**config.mk**
```make
export PLATFORM = sky130hd
export DESIGN_NAME = cfg_prom_reader
export DESIGN_NICKNAME = d
export VERILOG_FILES = /design/src/rtl/prom_pkg.sv /design/src/rtl/prom_phase_timer.sv /design/src/rtl/prom_frame_engine.sv /design/src/rtl/prom_boot_seq.sv /design/src/rtl/cfg_prom_reader.sv
export SDC_FILE = /design/constraint.sdc
export NUM_CORES = 1
export LEC_CHECK = 0
export BUFFER_PORTS_ARGS = -buffer_cell sky130_fd_sc_hd__clkbuf_2
export CAP_MARGIN = 15
export CORE_MARGIN = 5
export CORE_UTILIZATION = 50
export CTS_BUF_LIST = sky130_fd_sc_hd__clkbuf_16
export DETAILED_ROUTE_END_ITERATION = 7
export PLACE_DENSITY_LB_ADDON = 0.05
export SETUP_SLACK_MARGIN = 0.3
export SYNTH_ARGS = -nofsm -noshare
export SYNTH_HDL_FRONTEND = slang
export SYNTH_SLANG_ARGS = --single-unit
```
**constraint.sdc**
```tcl
create_clock -name clk -period 2 [get_ports clk]
set_input_delay 0.5 -clock clk [delete_from_list [all_inputs] [get_ports clk]]
set_output_delay 0.5 -clock clk [all_outputs]
set_load 0.005 [all_outputs]
```
**src/rtl/prom_pkg.sv**
```systemverilog
// Shared constants and state types for the serial PROM reader.
// Assumes a three-wire PROM whose commands start with an always-one start bit.
package prom_pkg;
    localparam int OP_W = 3;
    localparam logic [OP_W-1:0] OP_READ  = 3'b110;
    localparam logic [OP_W-1:0] OP_WRITE = 3'b101;
    localparam logic [OP_W-1:0] OP_ERASE = 3'b111;
    localparam logic [15:0] WIDE_SIGNATURE = 16'h8129;

    typedef enum logic [3:0] {
        PH_IDLE, PH_SEL_LO, PH_SEL_HI, PH_CMD_LO, PH_CMD_HI,
        PH_GAP, PH_DAT_HI, PH_DAT_LO, PH_END
    } phase_e;

    typedef enum logic [1:0] {
        BT_ISSUE, BT_WAIT, BT_READY
    } boot_e;
endpackage

```
**src/rtl/prom_phase_timer.sv**
```systemverilog
// Phase timer: while run is high, it flags the last system clock of each pin phase.
// Assumes HALF_PERIOD >= 1 and clamps smaller values to 1.
module prom_phase_timer #(
    parameter int HALF_PERIOD = 4
) (
    input  logic clk,
    input  logic rst_n,
    input  logic run,
    output logic phase_end
);
    localparam int HP_EFF = (HALF_PERIOD < 1) ? 1 : HALF_PERIOD;
    localparam int CW     = $clog2(HP_EFF + 1);
    localparam logic [CW-1:0] LAST = CW'(HP_EFF - 1);

    logic [CW-1:0] cnt;

    // Count system clocks within the current phase and restart at each boundary.
    always_ff @(posedge clk) begin
        if (!rst_n || !run) begin
            cnt <= '0;
        end else if (phase_end) begin
            cnt <= '0;
        end else begin
            cnt <= cnt + 1'b1;
        end
    end

    // The phase ends on its last clock.
    always_comb phase_end = run && (cnt == LAST);
endmodule

```
**src/rtl/prom_frame_engine.sv**
```systemverilog
// Frame engine: sends one read frame (select, command, data, deselect) and returns the word.
// Assumes prom_sdi is already synchronous to clk, because at HALF_PERIOD=1 there is no slack for a synchronizer.
module prom_frame_engine
    import prom_pkg::*;
#(
    parameter int ADDR_MAX_W = 8,
    parameter int ADDR_MIN_W = 6,
    parameter int WORD_W     = 16
) (
    input  logic                  clk,
    input  logic                  rst_n,
    input  logic                  start,
    input  logic                  wide,
    input  logic [ADDR_MAX_W-1:0] addr,
    input  logic                  phase_end,
    input  logic                  sdi,
    output logic                  busy,
    output logic                  done,
    output logic [WORD_W-1:0]     word,
    output logic                  cs,
    output logic                  sclk,
    output logic                  sdo
);
    localparam int FRAME_W = OP_W + ADDR_MAX_W;
    localparam int PAD_W   = ADDR_MAX_W - ADDR_MIN_W;
    localparam int CNT_W   = $clog2(FRAME_W + WORD_W + 1);
    localparam logic [CNT_W-1:0] WIDE_BITS   = CNT_W'(FRAME_W);
    localparam logic [CNT_W-1:0] NARROW_BITS = CNT_W'(OP_W + ADDR_MIN_W);
    localparam logic [CNT_W-1:0] DATA_BITS   = CNT_W'(WORD_W);

    phase_e              state;
    logic [FRAME_W-1:0]  frame_sr;
    logic [FRAME_W-1:0]  wide_frame;
    logic [FRAME_W-1:0]  narrow_frame;
    logic [CNT_W-1:0]    bits_left;
    logic [WORD_W-1:0]   word_sr;
    logic [WORD_W-1:0]   word_q;
    logic                done_q;

    // Wide frames carry the full address. Narrow frames left-align the short address.
    always_comb wide_frame = {OP_READ, addr};
    generate
        if (PAD_W > 0) begin : g_pad
            always_comb narrow_frame = {OP_READ, addr[ADDR_MIN_W-1:0], {PAD_W{1'b0}}};
        end else begin : g_nopad
            always_comb narrow_frame = {OP_READ, addr};
        end
    endgenerate

    // Sequence the phases of one frame, shifting the command out and the word in.
    always_ff @(posedge clk) begin
        if (!rst_n) begin
            state     <= PH_IDLE;
            frame_sr  <= '0;
            bits_left <= '0;
            word_sr   <= '0;
            word_q    <= '0;
            done_q    <= 1'b0;
        end else begin
            done_q <= 1'b0;
            case (state)
                PH_IDLE: begin
                    if (start) begin
                        state     <= PH_SEL_LO;
                        frame_sr  <= wide ? wide_frame : narrow_frame;
                        bits_left <= wide ? WIDE_BITS : NARROW_BITS;
                    end
                end
                PH_SEL_LO: if (phase_end) state <= PH_SEL_HI;
                PH_SEL_HI: if (phase_end) state <= PH_CMD_LO;
                PH_CMD_LO: if (phase_end) state <= PH_CMD_HI;
                PH_CMD_HI: begin
                    if (phase_end) begin
                        frame_sr <= frame_sr << 1;
                        if (bits_left == CNT_W'(1)) begin
                            state     <= PH_GAP;
                            bits_left <= DATA_BITS;
                        end else begin
                            state     <= PH_CMD_LO;
                            bits_left <= bits_left - 1'b1;
                        end
                    end
                end
                PH_GAP: if (phase_end) state <= PH_DAT_HI;
                PH_DAT_HI: begin
                    if (phase_end) begin
                        word_sr <= {word_sr[WORD_W-2:0], sdi};
                        state   <= PH_DAT_LO;
                    end
                end
                PH_DAT_LO: begin
                    if (phase_end) begin
                        if (bits_left == CNT_W'(1)) begin
                            state <= PH_END;
                        end else begin
                            state     <= PH_DAT_HI;
                            bits_left <= bits_left - 1'b1;
                        end
                    end
                end
                PH_END: begin
                    if (phase_end) begin
                        state  <= PH_IDLE;
                        word_q <= word_sr;
                        done_q <= 1'b1;
                    end
                end
                default: state <= PH_IDLE;
            endcase
        end
    end

    // Decode the pin levels from the phase state.
    always_comb begin
        cs   = (state == PH_SEL_HI) || (state == PH_CMD_LO) || (state == PH_CMD_HI) ||
               (state == PH_GAP)    || (state == PH_DAT_HI) || (state == PH_DAT_LO);
        sclk = (state == PH_CMD_HI) || (state == PH_DAT_HI);
        sdo  = ((state == PH_CMD_LO) || (state == PH_CMD_HI)) && frame_sr[FRAME_W-1];
        busy = (state != PH_IDLE);
        done = done_q;
        word = word_q;
    end
endmodule

```
**src/rtl/prom_boot_seq.sv**
```systemverilog
// Start-up sequencer: reads word 0 to pick the address width, then reads the station-address words.
// After that it passes client requests through to the frame engine. Assumes MAC_W is a multiple of WORD_W.
module prom_boot_seq
    import prom_pkg::*;
#(
    parameter int ADDR_MAX_W   = 8,
    parameter int WORD_W       = 16,
    parameter int MAC_W        = 48,
    parameter int STATION_BASE = 7
) (
    input  logic                  clk,
    input  logic                  rst_n,
    input  logic                  user_valid,
    input  logic [ADDR_MAX_W-1:0] user_addr,
    input  logic                  user_wide,
    input  logic                  eng_busy,
    input  logic                  eng_done,
    input  logic [WORD_W-1:0]     eng_word,
    output logic                  eng_start,
    output logic [ADDR_MAX_W-1:0] eng_addr,
    output logic                  eng_wide,
    output logic                  user_ready,
    output logic                  user_done,
    output logic                  boot_done,
    output logic                  addr_wide,
    output logic [MAC_W-1:0]      station
);
    localparam int NUM_WORDS = MAC_W / WORD_W;
    localparam int NBYTES    = WORD_W / 8;
    localparam int STEP_W    = $clog2(NUM_WORDS + 1);
    localparam logic [STEP_W-1:0] LAST_STEP = STEP_W'(NUM_WORDS);

    boot_e               bstate;
    logic [STEP_W-1:0]   step;
    logic                wide_q;
    logic                user_owned;
    logic [WORD_W-1:0]   swapped;
    logic [ADDR_MAX_W-1:0] boot_addr;

    // Reverse the byte order so the low byte lands first in the station address.
    always_comb begin
        swapped = '0;
        for (int b = 0; b < NBYTES; b++) begin
            swapped[WORD_W-1-8*b -: 8] = eng_word[8*b +: 8];
        end
    end

    // Step 0 reads word 0. Steps 1..N read the station words from the base address up.
    always_comb boot_addr = (step == '0) ? '0
                          : ADDR_MAX_W'(STATION_BASE) + ADDR_MAX_W'(step) - ADDR_MAX_W'(1);

    // Route either the start-up read or the client request to the engine.
    always_comb begin
        user_ready = (bstate == BT_READY) && !eng_busy;
        if (bstate == BT_READY) begin
            eng_start = user_valid && !eng_busy;
            eng_addr  = user_addr;
            eng_wide  = user_wide;
        end else begin
            eng_start = (bstate == BT_ISSUE) && !eng_busy;
            eng_addr  = boot_addr;
            eng_wide  = (step == '0) ? 1'b1 : wide_q;
        end
        user_done = eng_done && user_owned;
        boot_done = (bstate == BT_READY);
        addr_wide = wide_q;
    end

    // Walk the start-up steps and capture the detected width and the station words.
    always_ff @(posedge clk) begin
        if (!rst_n) begin
            bstate     <= BT_ISSUE;
            step       <= '0;
            wide_q     <= 1'b0;
            station    <= '0;
            user_owned <= 1'b0;
        end else begin
            case (bstate)
                BT_ISSUE: if (!eng_busy) bstate <= BT_WAIT;
                BT_WAIT: begin
                    if (eng_done) begin
                        if (step == '0) begin
                            wide_q <= (eng_word == WIDE_SIGNATURE);
                        end
                        for (int j = 0; j < NUM_WORDS; j++) begin
                            if (step == STEP_W'(j + 1)) begin
                                station[MAC_W-1-WORD_W*j -: WORD_W] <= swapped;
                            end
                        end
                        if (step == LAST_STEP) begin
                            bstate <= BT_READY;
                        end else begin
                            step   <= step + 1'b1;
                            bstate <= BT_ISSUE;
                        end
                    end
                end
                BT_READY: begin
                    if (eng_start) begin
                        user_owned <= 1'b1;
                    end else if (eng_done) begin
                        user_owned <= 1'b0;
                    end
                end
                default: bstate <= BT_ISSUE;
            endcase
        end
    end
endmodule

```
**src/rtl/cfg_prom_reader.sv**
```systemverilog
// Top level of the serial configuration PROM reader: start-up sequencer, frame engine and phase timer.
// Assumes a single clock domain and an active-high PROM chip select.
module cfg_prom_reader #(
    parameter int HALF_PERIOD  = 4,
    parameter int ADDR_MAX_W   = 8,
    parameter int ADDR_MIN_W   = 6,
    parameter int WORD_W       = 16,
    parameter int MAC_W        = 48,
    parameter int STATION_BASE = 7
) (
    input  logic                  clk,
    input  logic                  rst_n,
    input  logic                  req_valid,
    input  logic [ADDR_MAX_W-1:0] req_addr,
    input  logic                  req_wide,
    output logic                  req_ready,
    output logic                  rsp_done,
    output logic [WORD_W-1:0]     rsp_word,
    output logic                  boot_done,
    output logic                  addr_wide,
    output logic [MAC_W-1:0]      station_addr,
    output logic                  prom_cs,
    output logic                  prom_sclk,
    output logic                  prom_sdo,
    input  logic                  prom_sdi
);
    logic                  eng_start;
    logic                  eng_busy;
    logic                  eng_done;
    logic                  eng_wide;
    logic [ADDR_MAX_W-1:0] eng_addr;
    logic                  phase_end;

    prom_phase_timer #(.HALF_PERIOD(HALF_PERIOD)) u_timer (
        .clk       (clk),
        .rst_n     (rst_n),
        .run       (eng_busy),
        .phase_end (phase_end)
    );

    prom_frame_engine #(
        .ADDR_MAX_W (ADDR_MAX_W),
        .ADDR_MIN_W (ADDR_MIN_W),
        .WORD_W     (WORD_W)
    ) u_engine (
        .clk       (clk),
        .rst_n     (rst_n),
        .start     (eng_start),
        .wide      (eng_wide),
        .addr      (eng_addr),
        .phase_end (phase_end),
        .sdi       (prom_sdi),
        .busy      (eng_busy),
        .done      (eng_done),
        .word      (rsp_word),
        .cs        (prom_cs),
        .sclk      (prom_sclk),
        .sdo       (prom_sdo)
    );

    prom_boot_seq #(
        .ADDR_MAX_W   (ADDR_MAX_W),
        .WORD_W       (WORD_W),
        .MAC_W        (MAC_W),
        .STATION_BASE (STATION_BASE)
    ) u_boot (
        .clk        (clk),
        .rst_n      (rst_n),
        .user_valid (req_valid),
        .user_addr  (req_addr),
        .user_wide  (req_wide),
        .eng_busy   (eng_busy),
        .eng_done   (eng_done),
        .eng_word   (rsp_word),
        .eng_start  (eng_start),
        .eng_addr   (eng_addr),
        .eng_wide   (eng_wide),
        .user_ready (req_ready),
        .user_done  (rsp_done),
        .boot_done  (boot_done),
        .addr_wide  (addr_wide),
        .station    (station_addr)
    );
endmodule

```
### Word level (Yosys, flattened, before mapping)

Index checks and enable logic that the tools add are counted.

| operators by class | value |
|---|---|
| magnitude comparators | 0 |
| divide/modulo/power cells | 0 |
| eq/ne operators | 28 |
| reduce and logical (&&, ||, !) cells | 37 |
| shifts and indexed selects | 0 |
| add/subtract/negate cells | 5 |
| multipliers | 0 |
| bitwise gates (word level) | 2 |
| mux-type cells | 35 |

Operators with widths:

| operator | count |
|---|---|
| 2-to-1 mux 4 bit | 10 |
| case mux 4 bit (9 select lines) | 1 |
| 2-to-1 mux 5 bit | 5 |
| 2-to-1 mux 8 bit | 3 |
| != test 2 bit, second input constant | 12 |
| 2-to-1 mux 11 bit | 2 |
| case mux 11 bit (2 select lines) | 1 |
| AND reduction 3 bit | 7 |
| == test 16 bit, second input constant | 1 |
| == test 4 x 3 -> 1 bit, second input constant | 4 |
| case mux 5 bit (3 select lines) | 1 |
| AND reduction 9 bit | 1 |
| == test 4 x 2 -> 1 bit, second input constant | 2 |
| logical OR 1 bit | 8 |
| 2-to-1 mux 2 bit | 4 |
| AND reduction 2 bit | 4 |
| subtractor 8 x 1 -> 8 bit, second input constant | 1 |
| == test 2 bit, second input constant | 3 |
| logical AND 1 bit | 6 |
| 2-to-1 mux 1 bit | 6 |
| case mux 2 bit (3 select lines) | 1 |
| == test 5 x 1 -> 1 bit, second input constant | 1 |
| AND reduction 5 bit | 1 |
| subtractor 5 x 1 -> 5 bit, second input constant | 1 |
| other kinds (16) | 21 |

| word-level totals | value |
|---|---|
| bits in writable memories | 0 |
| register bits | 110 |
| memories kept | 0 |
| bits in read-only memories | 0 |
| bits in latches | 0 |

### Longest topological paths before layout

Gate-level depths: netlist of run 1.

| depth | value |
|---|---|
| depth after elaboration | 7 |
| gate-level depth with buffers | 8 |

### By module

From an unflattened synthesis of run 1, not the netlist that was laid out.

| unflattened totals | value |
|---|---|
| cell total of the unflattened synthesis | 586 |
| area total of the unflattened synthesis | 4972.3 um^2 |

By module, submodules not included:

| module | cells an instance | area each (um^2) | sequential area each (um^2) | times used |
|---|---|---|---|---|
| prom_frame_engine | 307 | 2429.8 | 1061.0 | 1 |
| prom_boot_seq | 269 | 2409.8 | 1081.0 | 1 |
| prom_phase_timer | 10 | 132.6 | 60.1 | 1 |

### Worst setup path after synthesis of run 1

Ideal clock, no wire load.

| timing | value |
|---|---|
| path kind | reg2reg |
| start point | register u_engine.state[1] |
| end point | register u_engine.frame_sr[0] |
| required time | 1930 ps |
| path buffers | 1 |
| cell stages (with the launch flop) | 7 |
| clock period less this slack | 2045 ps |
| arrival | 1975 ps |
| setup slack | -45 ps |
| path through | dfxtp_1 -> buf_2 -> or4_4 -> a211oi_4 -> a21oi_4 -> or4_1 -> a21boi_1 |

| on the way | value |
|---|---|
| word-level cells in the longest chain between the ends | 6 |
| elaborated cells between the ends (all ways) | 13 |
| those cells by class | eq/ne (3); mux (2); reduce/logical (8) |

Ends and longest elaborated chain:

| item | line | RTL |
|---|---|---|
| start: declaration | prom_frame_engine.sv:31 | `phase_e state;` |
| start signal: assignment | prom_frame_engine.sv:53 | `state <= PH_IDLE;` |
| start signal: assignment | prom_frame_engine.sv:64 | `state <= PH_SEL_LO;` |
| start signal: assignment | prom_frame_engine.sv:69 | `PH_SEL_LO: if (phase_end) state <= PH_SEL_HI;` |
| nonzero test 4 bit | prom_frame_engine.sv:119 | `busy = (state != PH_IDLE);` |
| zero test 1 bit | prom_boot_seq.sv:56, prom_boot_seq.sv:60 |  |
| logical AND 1 bit, on equally long branches | prom_boot_seq.sv:60, prom_boot_seq.sv:56 |  |
| 2-to-1 mux 1 bit | prom_boot_seq.sv:55 | `if (bstate == BT_READY) begin` |
| != test 2 bit (no source line) | -- |  |
| AND reduction 3 bit (no source line) | -- |  |
| end signal: assignment | prom_frame_engine.sv:65 | `frame_sr <= wide ? wide_frame : narrow_frame;` |
| end signal: assignment | prom_frame_engine.sv:74 | `frame_sr <= frame_sr << 1;` |
| end: declaration | prom_frame_engine.sv:32 | `logic [FRAME_W-1:0] frame_sr;` |

Several ways; a longest one is shown, not always the timed one.
A chain may end at the register's enable or synchronous reset.

### Worst setup path in the final report of run 1

| timing | value |
|---|---|
| start point | register u_engine.state[2] |
| end point | output req_ready |

| on the way | value |
|---|---|
| word-level cells in the longest chain between the ends | 3 |

Ends and longest elaborated chain:

| item | line | RTL |
|---|---|---|
| nonzero test 4 bit | prom_frame_engine.sv:119 |  |
| zero test 1 bit | prom_boot_seq.sv:54 | `user_ready = (bstate == BT_READY) && !eng_busy;` |
| logical AND 1 bit | prom_boot_seq.sv:54 |  |
| end: declaration | cfg_prom_reader.sv:16 | `output logic req_ready,` |

Every way passes these cells.

==> impl_metrics.sql, run 1 <==
INSERT INTO impl_metrics (metric_group, metric, value, unit) VALUES
('yosys', 'synthesis.area', '0.00483', 'mm^2'),
('layout', 'flow.area_growth_from_synthesis', '30.2', '%'),
('worst_setup_path', 'crit_path_end_kind', 'output port', ''),
('yosys', 'synth.distinct_cells', '51', ''),
('drt', 'route.detailed.vias_per_inst', '5.24', ''),
('clocking', 'ctsLongestPathBuffers', '2', ''),
('die', 'initial_core_util', '51.8', '%'),
('yosys', 'synth.yosys.warnings', '0', ''),
('yosys', 'proportion_of_synthesized_chip_area_in_sequential_cells', '45.6', '%'),
('sta', 'actual_slew_at_the_worst_max_slew_pin', '675', 'ps'),
('pwr', 'worst_ir_drop_vdd', '0.510', 'mV'),
('grt', 'grt_pass1_wl', '19600', 'um'),
('layout', 'final_design_area_no_fill', '0.00629', 'mm^2'),
('worst_setup_path', 'cp-start-kind', 'register', ''),
('placed_design', 'detailedPlacementHpwl', '7920', 'um'),
('yosys', 'asyncSetResetFlopFracSynth', '0', '%'),
('worst_setup_path', 'required', '1500', 'ps'),
('clocking', 'clock_sink_count', '110', ''),
('drt', 'number_of_remaining_drc_errors', '0', ''),
('placed_design', 'dpl_cell_area', '0.00550', 'mm^2'),
('clocking', 'cts_hold_buffers', '0', ''),
('sta', 'hold_viol_final', '0', ''),
('drt', 'antenna_violating_nets_post_route', '0', ''),
('grt', 'grt_overflow_total', '0', ''),
('grt', 'number_of_global_route_vias_before_repair', '4017', ''),
('job', 'max_cap_violations', '0', ''),
('yosys', 'post_synth_inst_count', '584', ''),
('placed_design', 'io_buffers', '83', ''),
('sta', 'timing.clock.skew', '8.22', 'ps'),
('sta', 'maxSlewHeadroom', '55.0', '%'),
('grt', 'initial_antenna_violation_count', '0', ''),
('die', 'fp-row-count', '35', ''),
('clocking', 'clock_tree.root_cell', 'clkbuf_16', ''),
('layout', 'antenna-diode-count', '0', ''),
('drt', 'first_pass_iters', '4', ''),
('die', 'floorplan.die.width', '108', 'um'),
('sta', 'rsz0062_at_grt', 'yes', ''),
('die', 'floorplan.die.height', '108', 'um'),
('worst_setup_path', 'crit-reg2reg-capture', 'u_engine.frame_sr[0]$_SDFFE_PN0P_', ''),
('worst_setup_path', 'crit_arrival', '1450', 'ps'),
('clocking', 'cts.htree.levels', '3', ''),
('worst_hold_path', 'hp-start', 'prom_sdi', ''),
('sta', 'final_period_minus_worst_setup_slack', '1950', 'ps'),
('worst_setup_path', 'reg2reg_slack', '90', 'ps'),
('worst_setup_path', 'crit_start', 'u_engine.state[2]$_SDFFE_PN0P_', ''),
('pwr', 'report.power.total', '0.00457', 'W'),
('worst_setup_path', 'rr_worst_depth', '5', ''),
('worst_setup_path', 'timing.critical_path.to', 'req_ready', ''),
('worst_setup_path', 'critical-path-max-stage-delay', '580', 'ps'),
('sta', 'setup-tns-final', '0', 'ps'),
('yosys', 'synth_edf_count', '0', ''),
('sta', 'setup_viols_final', '0', ''),
('sta', 'fin_crit_sh', '97.7', '%'),
('worst_setup_path', 'critPathTopFamily', 'simple AND/OR/NAND/NOR gates', ''),
('worst_setup_path', 'crit_path_cell_trace', 'or4_4 -> nor2_4 -> clkbuf_2', ''),
('run_status', 'run_status', 'complete, no violations', ''),
('die', 'design.core.area', '0.00933', 'mm^2'),
('yosys', 'ys_ff_latch', '110', ''),
('placed_design', 'gpl.final_weighted_congestion', '0.851', ''),
('yosys', 'mappedNetlistNets', '607', ''),
('pwr', 'power-per-cell-area', '727', 'mW/mm^2'),
('grt', 'track_usage', '20.9', '%'),
('clocking', 'path_clk_slew', '70', 'ps'),
('worst_setup_path', 'critical_path_peak_fanout', '4', ''),
('die', 'floorplan.io_pins', '84', ''),
('grt', 'pin_count_of_the_biggest_net_entering_global_routing', '71', ''),
('worst_setup_path', 'r2r_start', 'u_engine.state[2]$_SDFFE_PN0P_', ''),
('layout', 'nNetsFinal', '719', ''),
('die', 'dieArea', '0.0117', 'mm^2'),
('sta', 'clock.fmax', '0.512', 'GHz'),
('layout', 'n_fill_cell', '795', '');
==> worst min-delay path, stage by stage <==
cell      delay, ps
clkbuf_2         80
nand2_1          40
a21boi_0         60
==> logic make-up after synthesis <==
| logic type | synth area share [%] |
|---|---|
| compound gates | 20.9 |
| mux | 2.72 |
| simple gates | 23.9 |
| buf+inv | 3.86 |
| flops | 45.6 |
| fa+ha+maj | 2.59 |
| xor+xnor | 0.363 |
==> layout make-up <==
cell class / instances / share of cell area [%]
multi-input combinational: 429 / 43.1
clock inverter: 6 / 0.756
sequential: 110 / 35.3
timing repair buffer: 137 / 14.2
inverter: 9 / 0.577
tap: 129 / 2.57
clock buffer: 9 / 3.58
==> how the worst min path moves through the flow <==
stage,endpoint,cells after the start
floorplan,u_timer.cnt[0]$_SDFF_PP0_,1
global placement,u_timer.cnt[0]$_SDFF_PP0_,1
detailed placement,u_timer.cnt[0]$_SDFF_PP0_,1
CTS,u_engine.word_sr[0]$_SDFFE_PN0P_,3
global route,u_engine.word_sr[0]$_SDFFE_PN0P_,3
finish,u_engine.word_sr[0]$_SDFFE_PN0P_,3
==> what timing repair did <==
item                       in CTS  in global routing
gates resized for setup        26                 54
setup buffers                  16                  9
cloned                          1                  2
setup endpoints to repair      42                 79
pin swaps                       5                 10
==> report_power, final <==
group	switching [W]	internal (W)	leakage (nW)
clock network	0.000796	0.000847	0.132
registers	0.0000469	0.00224	0.893
logic	0.000309	0.000327	1.38
==> routing by layer <==
layer	global-route usage (%)	vias up	part of all wire, %
li1	-	2197	-
met1	28.7	2053	45
met2	34.4	93	48
met3	4.12	4	6.0
met4	3.88	0	0.36
met5	0	-	0
==> stage by stage <==
step / cells / worst slack [ps] / util, % / hold slack (ps)
floorplan: 584 / 128 / - / 399
global placement: 786 / 79.5 / 58.9 / 408
detailed placement: 786 / 25.8 / 58.9 / 412
CTS: 818 / 31.7 / 64.4 / 392
global route: 829 / 8.31 / 67.4 / 407
finish: 829 / 45.4 / 67.4 / 398
==> synth_stat cells, drive strengths merged (2+ instances only) <==
cell type,number,area [um^2]
nor4b,5,58.8
inv,9,33.8
and2,7,43.8
a21o,2,15.0
a21boi,86,646
nand2b,4,25.0
o221ai,2,17.5
nand3,7,35.0
and3,3,18.8
nand4,2,12.5
nor3b,6,45.0
dfxtp,110,2200
nand3b,2,15.0
ha,10,125
nor2,20,75.1
mux2i,12,120
a31o,3,26.3
or2,2,12.5
nor2b,4,25.0
nand2,184,691
o21a,2,15.0
o21ai,19,95.1
a211oi,2,27.5
or4,2,18.8
nor3,7,35.0
clkbuf,35,131
buf,3,21.3
a21oi,18,101
==> placed cells by master (no fill, tap or decap), types with 3 or more instances in the layout <==
master and instances:
nor3_1 5, o21ai_1 5, nand2b_1 3, clkinv_4 3, a21oi_2 3, inv_1 6
a21boi_1 5, nand3_1 6, nor4b_1 3, nor2_1 14, and2_1 7, buf_4 41
clkbuf_16 9, ha_1 7, nor2_4 3, dfxtp_1 101, nand2_1 184, buf_6 8
nor2b_1 4, dfxtp_2 7, nor3b_2 3, nor2_2 3, clkbuf_2 83, o21ai_0 7
mux2i_1 11, o21ai_2 7, nor3b_1 3, ha_4 3, a21oi_1 13, a21boi_0 81
==> flip-flops by register name (all words and copies together) (netlist names) <==
signal              count
u_boot.station         48
u_engine.word          16
u_engine.word_sr       16
u_engine.frame_sr      11
u_engine.bits_left      5
u_engine.state          4
u_timer.cnt             3
u_boot.bstate           2
u_boot.step             2
u_boot.addr_wide        1
u_boot.user_owned       1
u_engine.done           1
(Power assumes the default switching activity.)
==> inputs of run 2 (changes only) <==
CORE_UTILIZATION = 60   (was 50)
clock period = 2.4 ns   (was 2 ns; I/O delays follow)
==> run 2 against run 1 <==
Clock skew barely moved; non-clock buffer count fell by 36; register-to-register slack improved by 300 ps; total power fell by 20%; largest cell class unchanged; critical path depth rose by 3; highest routed layer unchanged; sequential share of layout area rose by 3.4 points; setup slack improved by 130 ps; combinational power fell by 48%; utilization rose by 5.9 points; cell count fell by 7.7%.
==> impl_metrics.sql, run 2 (same netlist as run 1, synthesis figures left out) <==
INSERT INTO impl_metrics (metric_group, metric, value, unit) VALUES
('grt', 'pin_count_of_the_biggest_net_entering_global_routing', '51', ''),
('worst_hold_path', 'hold_path.class', 'register to register', ''),
('drt', 'met2RoutedLength', '5260', 'um'),
('layout', 'flow.area_growth_from_synthesis', '18.0', '%'),
('worst_setup_path', 'timing.critical_path.buf_inv', '2', ''),
('layout', 'top_library_cells_by_usage_in_the_layout_fill_and_taps_aside', '184 x nand2_1, 110 x dfxtp_1, 83 x clkbuf_2', ''),
('drt', 'antenna_violating_nets_post_route', '0', ''),
('sta', 'actual_slew_at_the_worst_max_slew_pin', '606', 'ps'),
('worst_setup_path', 'rr_worst_depth', '5', ''),
('drt', 'wl_met3', '687', 'um'),
('drt', 'first_pass_iters', '5', ''),
('placed_design', 'io_buffers', '83', ''),
('grt', 'track_usage', '23.5', '%'),
('layout', 'registers.top_by_ff_count', 'u_boot.station', ''),
('clocking', 'tritoncts.num_buffers', '9', ''),
('worst_setup_path', 'critical-path-max-stage-delay', '350', 'ps'),
('worst_setup_path', 'crit_arrival', '1620', 'ps'),
('worst_setup_path', 'r2r_start', 'u_engine.state[3]$_SDFFE_PN0P_', ''),
('drt', 'top_layer', 'met4', ''),
('sta', 'timing.clock.skew', '7.98', 'ps'),
('drt', 'routed_wire_length_per_instance', '15.3', 'um'),
('sta', 'fin_crit_sh', '92.6', '%'),
('pwr', 'power-per-cell-area', '646', 'mW/mm^2'),
('clocking', 'ctsLongestPathBuffers', '2', ''),
('layout', 'ratio_of_cells_with_drive_above_1_in_the_final_layout', '20.2', '%'),
('placed_design', 'detailedPlacementHpwl', '8280', 'um'),
('grt', 'grt_pass1_wl', '18900', 'um'),
('die', 'dieArea', '0.00994', 'mm^2'),
('worst_setup_path', 'reg2reg_slack', '390', 'ps'),
('drt', 'initialDrtViolationCount', '215', ''),
('layout', 'n_fill_cell', '630', ''),
('die', 'floorplan.io_pins', '84', ''),
('clocking', 'insertion_delay_to_the_later_sink_of_the_worst_skew_pair', '340', 'ps'),
('worst_setup_path', 'critPathTopFamily', 'simple AND/OR/NAND/NOR gates', ''),
('clocking', 'clock_sink_count', '110', ''),
('worst_setup_path', 'setup.worst_path.class', 'register to output port', ''),
('sta', 'holdWs', '439', 'ps'),
('clocking', 'cts_hold_buffers', '0', ''),
('pwr', 'worst_ir_drop_vdd', '0.422', 'mV'),
('worst_setup_path', 'cp-start-kind', 'register', ''),
('grt', 'grt_overflow_total', '0', ''),
('sta', 'setup-tns-final', '0', 'ps'),
('clocking', 'cts_tree', 'built', ''),
('drt', 'route.vias.total', '4236', ''),
('worst_setup_path', 'crit-reg2reg-capture', 'u_engine.frame_sr[0]$_SDFFE_PN0P_', ''),
('grt', 'number_of_global_route_vias_before_repair', '3973', ''),
('die', 'design.core.area', '0.00777', 'mm^2'),
('die', 'floorplan.die.height', '99.7', 'um'),
('die', 'fp-row-count', '32', ''),
('worst_setup_path', 'critical_path_peak_fanout', '18', ''),
('layout', 'largest_reg_flops', '48', ''),
('pwr', 'power.static_leakage', '2.19', 'nW'),
('worst_setup_path', 'crit_path_end_kind', 'output port', ''),
('die', 'initial_core_util', '62.1', '%'),
('run_status', 'run_status', 'complete, no violations', ''),
('sta', 'final_period_minus_worst_setup_slack', '2220', 'ps'),
('sta', 'maxSlewHeadroom', '59.5', '%'),
('clocking', 'clock_tree.root_cell', 'clkbuf_16', ''),
('drt', 'number_of_remaining_drc_errors', '0', ''),
('clocking', 'path_clk_slew', '70', 'ps'),
('layout', 'final_common_cell', 'nand2_1', ''),
('placed_design', 'gpl.final_weighted_congestion', '0.821', ''),
('worst_hold_path', 'hp-start', 'u_timer.cnt[0]$_SDFF_PP0_', ''),
('grt', 'initial_antenna_violation_count', '0', ''),
('sta', 'clock.fmax', '0.450', 'GHz'),
('job', 'max_cap_violations', '0', ''),
('sta', 'hold_viol_final', '0', ''),
('drt', 'route.detailed.vias_per_inst', '5.54', ''),
('layout', 'antenna-diode-count', '0', ''),
('worst_setup_path', 'required', '1800', 'ps'),
('sta', 'rsz0062_at_grt', 'yes', ''),
('worst_setup_path', 'crit_path_cell_trace', 'buf_6 -> nand2_1 -> nor2_1 -> a21oi_1 -> nor3b_1 -> clkbuf_2', ''),
('die', 'floorplan.die.width', '99.7', 'um'),
('worst_hold_path', 'whs_path_depth', '1', ''),
('worst_hold_path', 'worst_hold_path.endpoint', 'u_timer.cnt[0]$_SDFF_PP0_', ''),
('drt', 'wirelength_met1', '5590', 'um'),
('layout', 'nNetsFinal', '681', ''),
('drt', 'route.final.wire_length', '11700', 'um'),
('clocking', 'cts.htree.levels', '3', ''),
('sta', 'maxSlewViolCount', '0', ''),
('sta', 'setup_viols_final', '0', ''),
('worst_setup_path', 'worst_path_max_delay_cell', 'dfxtp_1', '');
## run 2: worst max path at each step
stage                                       start  slack [ps]  depth (start not counted)                            endpoint
2_1_floorplan      u_engine.state[1]$_SDFFE_PN0P_         350                          6   u_engine.frame_sr[0]$_SDFFE_PN0P_
3_3_place_gp   u_engine.bits_left[0]$_SDFFE_PN0P_         370                          6  u_engine.bits_left[3]$_SDFFE_PN0P_
3_5_place_dp   u_engine.bits_left[0]$_SDFFE_PN0P_         260                          6  u_engine.bits_left[3]$_SDFFE_PN0P_
4_1_cts            u_engine.state[3]$_SDFFE_PN0P_         310                          5   u_engine.frame_sr[0]$_SDFFE_PN0P_
5_1_grt            u_engine.state[1]$_SDFFE_PN0P_         140                          6                            prom_sdo
6_report           u_engine.state[1]$_SDFFE_PN0P_         180                          6                            prom_sdo
## run 2: routing by layer
layer	vias to the layer above	GRT usage, %
met5	-	0
met4	0	5.99
met3	12	3.37
met2	121	37.5
met1	1992	33.4
li1	2111	-
## run 2: report_power, final
group | leakage, nW | internal [W] | switching, W
combinational | 1.15 | 0.000143 | 0.000186
sequential | 0.889 | 0.00187 | 0.0000330
clock | 0.148 | 0.000733 | 0.000718
## run 2: stage by stage
step | power (W) | instances | instance area (um^2) | worst slack [ps] | utilization (%)
3_5_place_dp | 0.00225 | 747 | 5350 | 263 | 68.9
5_1_grt | 0.00381 | 765 | 5700 | 138 | 73.3
6_report | 0.00368 | 765 | 5700 | 178 | 73.3
2_1_floorplan | 0.00218 | 584 | 4830 | 355 | -
4_1_cts | 0.00368 | 763 | 5650 | 309 | 72.7
3_3_place_gp | 0.00224 | 747 | 5350 | 372 | 68.9
## run 2: repair_timing
item,in CTS,in global routing
setup endpoints to repair,4,8
gates cloned,0,0
resized for setup,3,8
setup buffers,0,2
pin swaps,0,3
## run 2: layout make-up
cell class | instances | area (um^2) | area share (%)
multi-input combinational | 427 | 2470 | 43.4
tap | 102 | 128 | 2.24
timing repair buffer | 101 | 571 | 10.0
clock inverter | 7 | 63.8 | 1.12
sequential | 110 | 2200 | 38.7
inverter | 9 | 33.8 | 0.593
clock buffer | 9 | 225 | 3.95
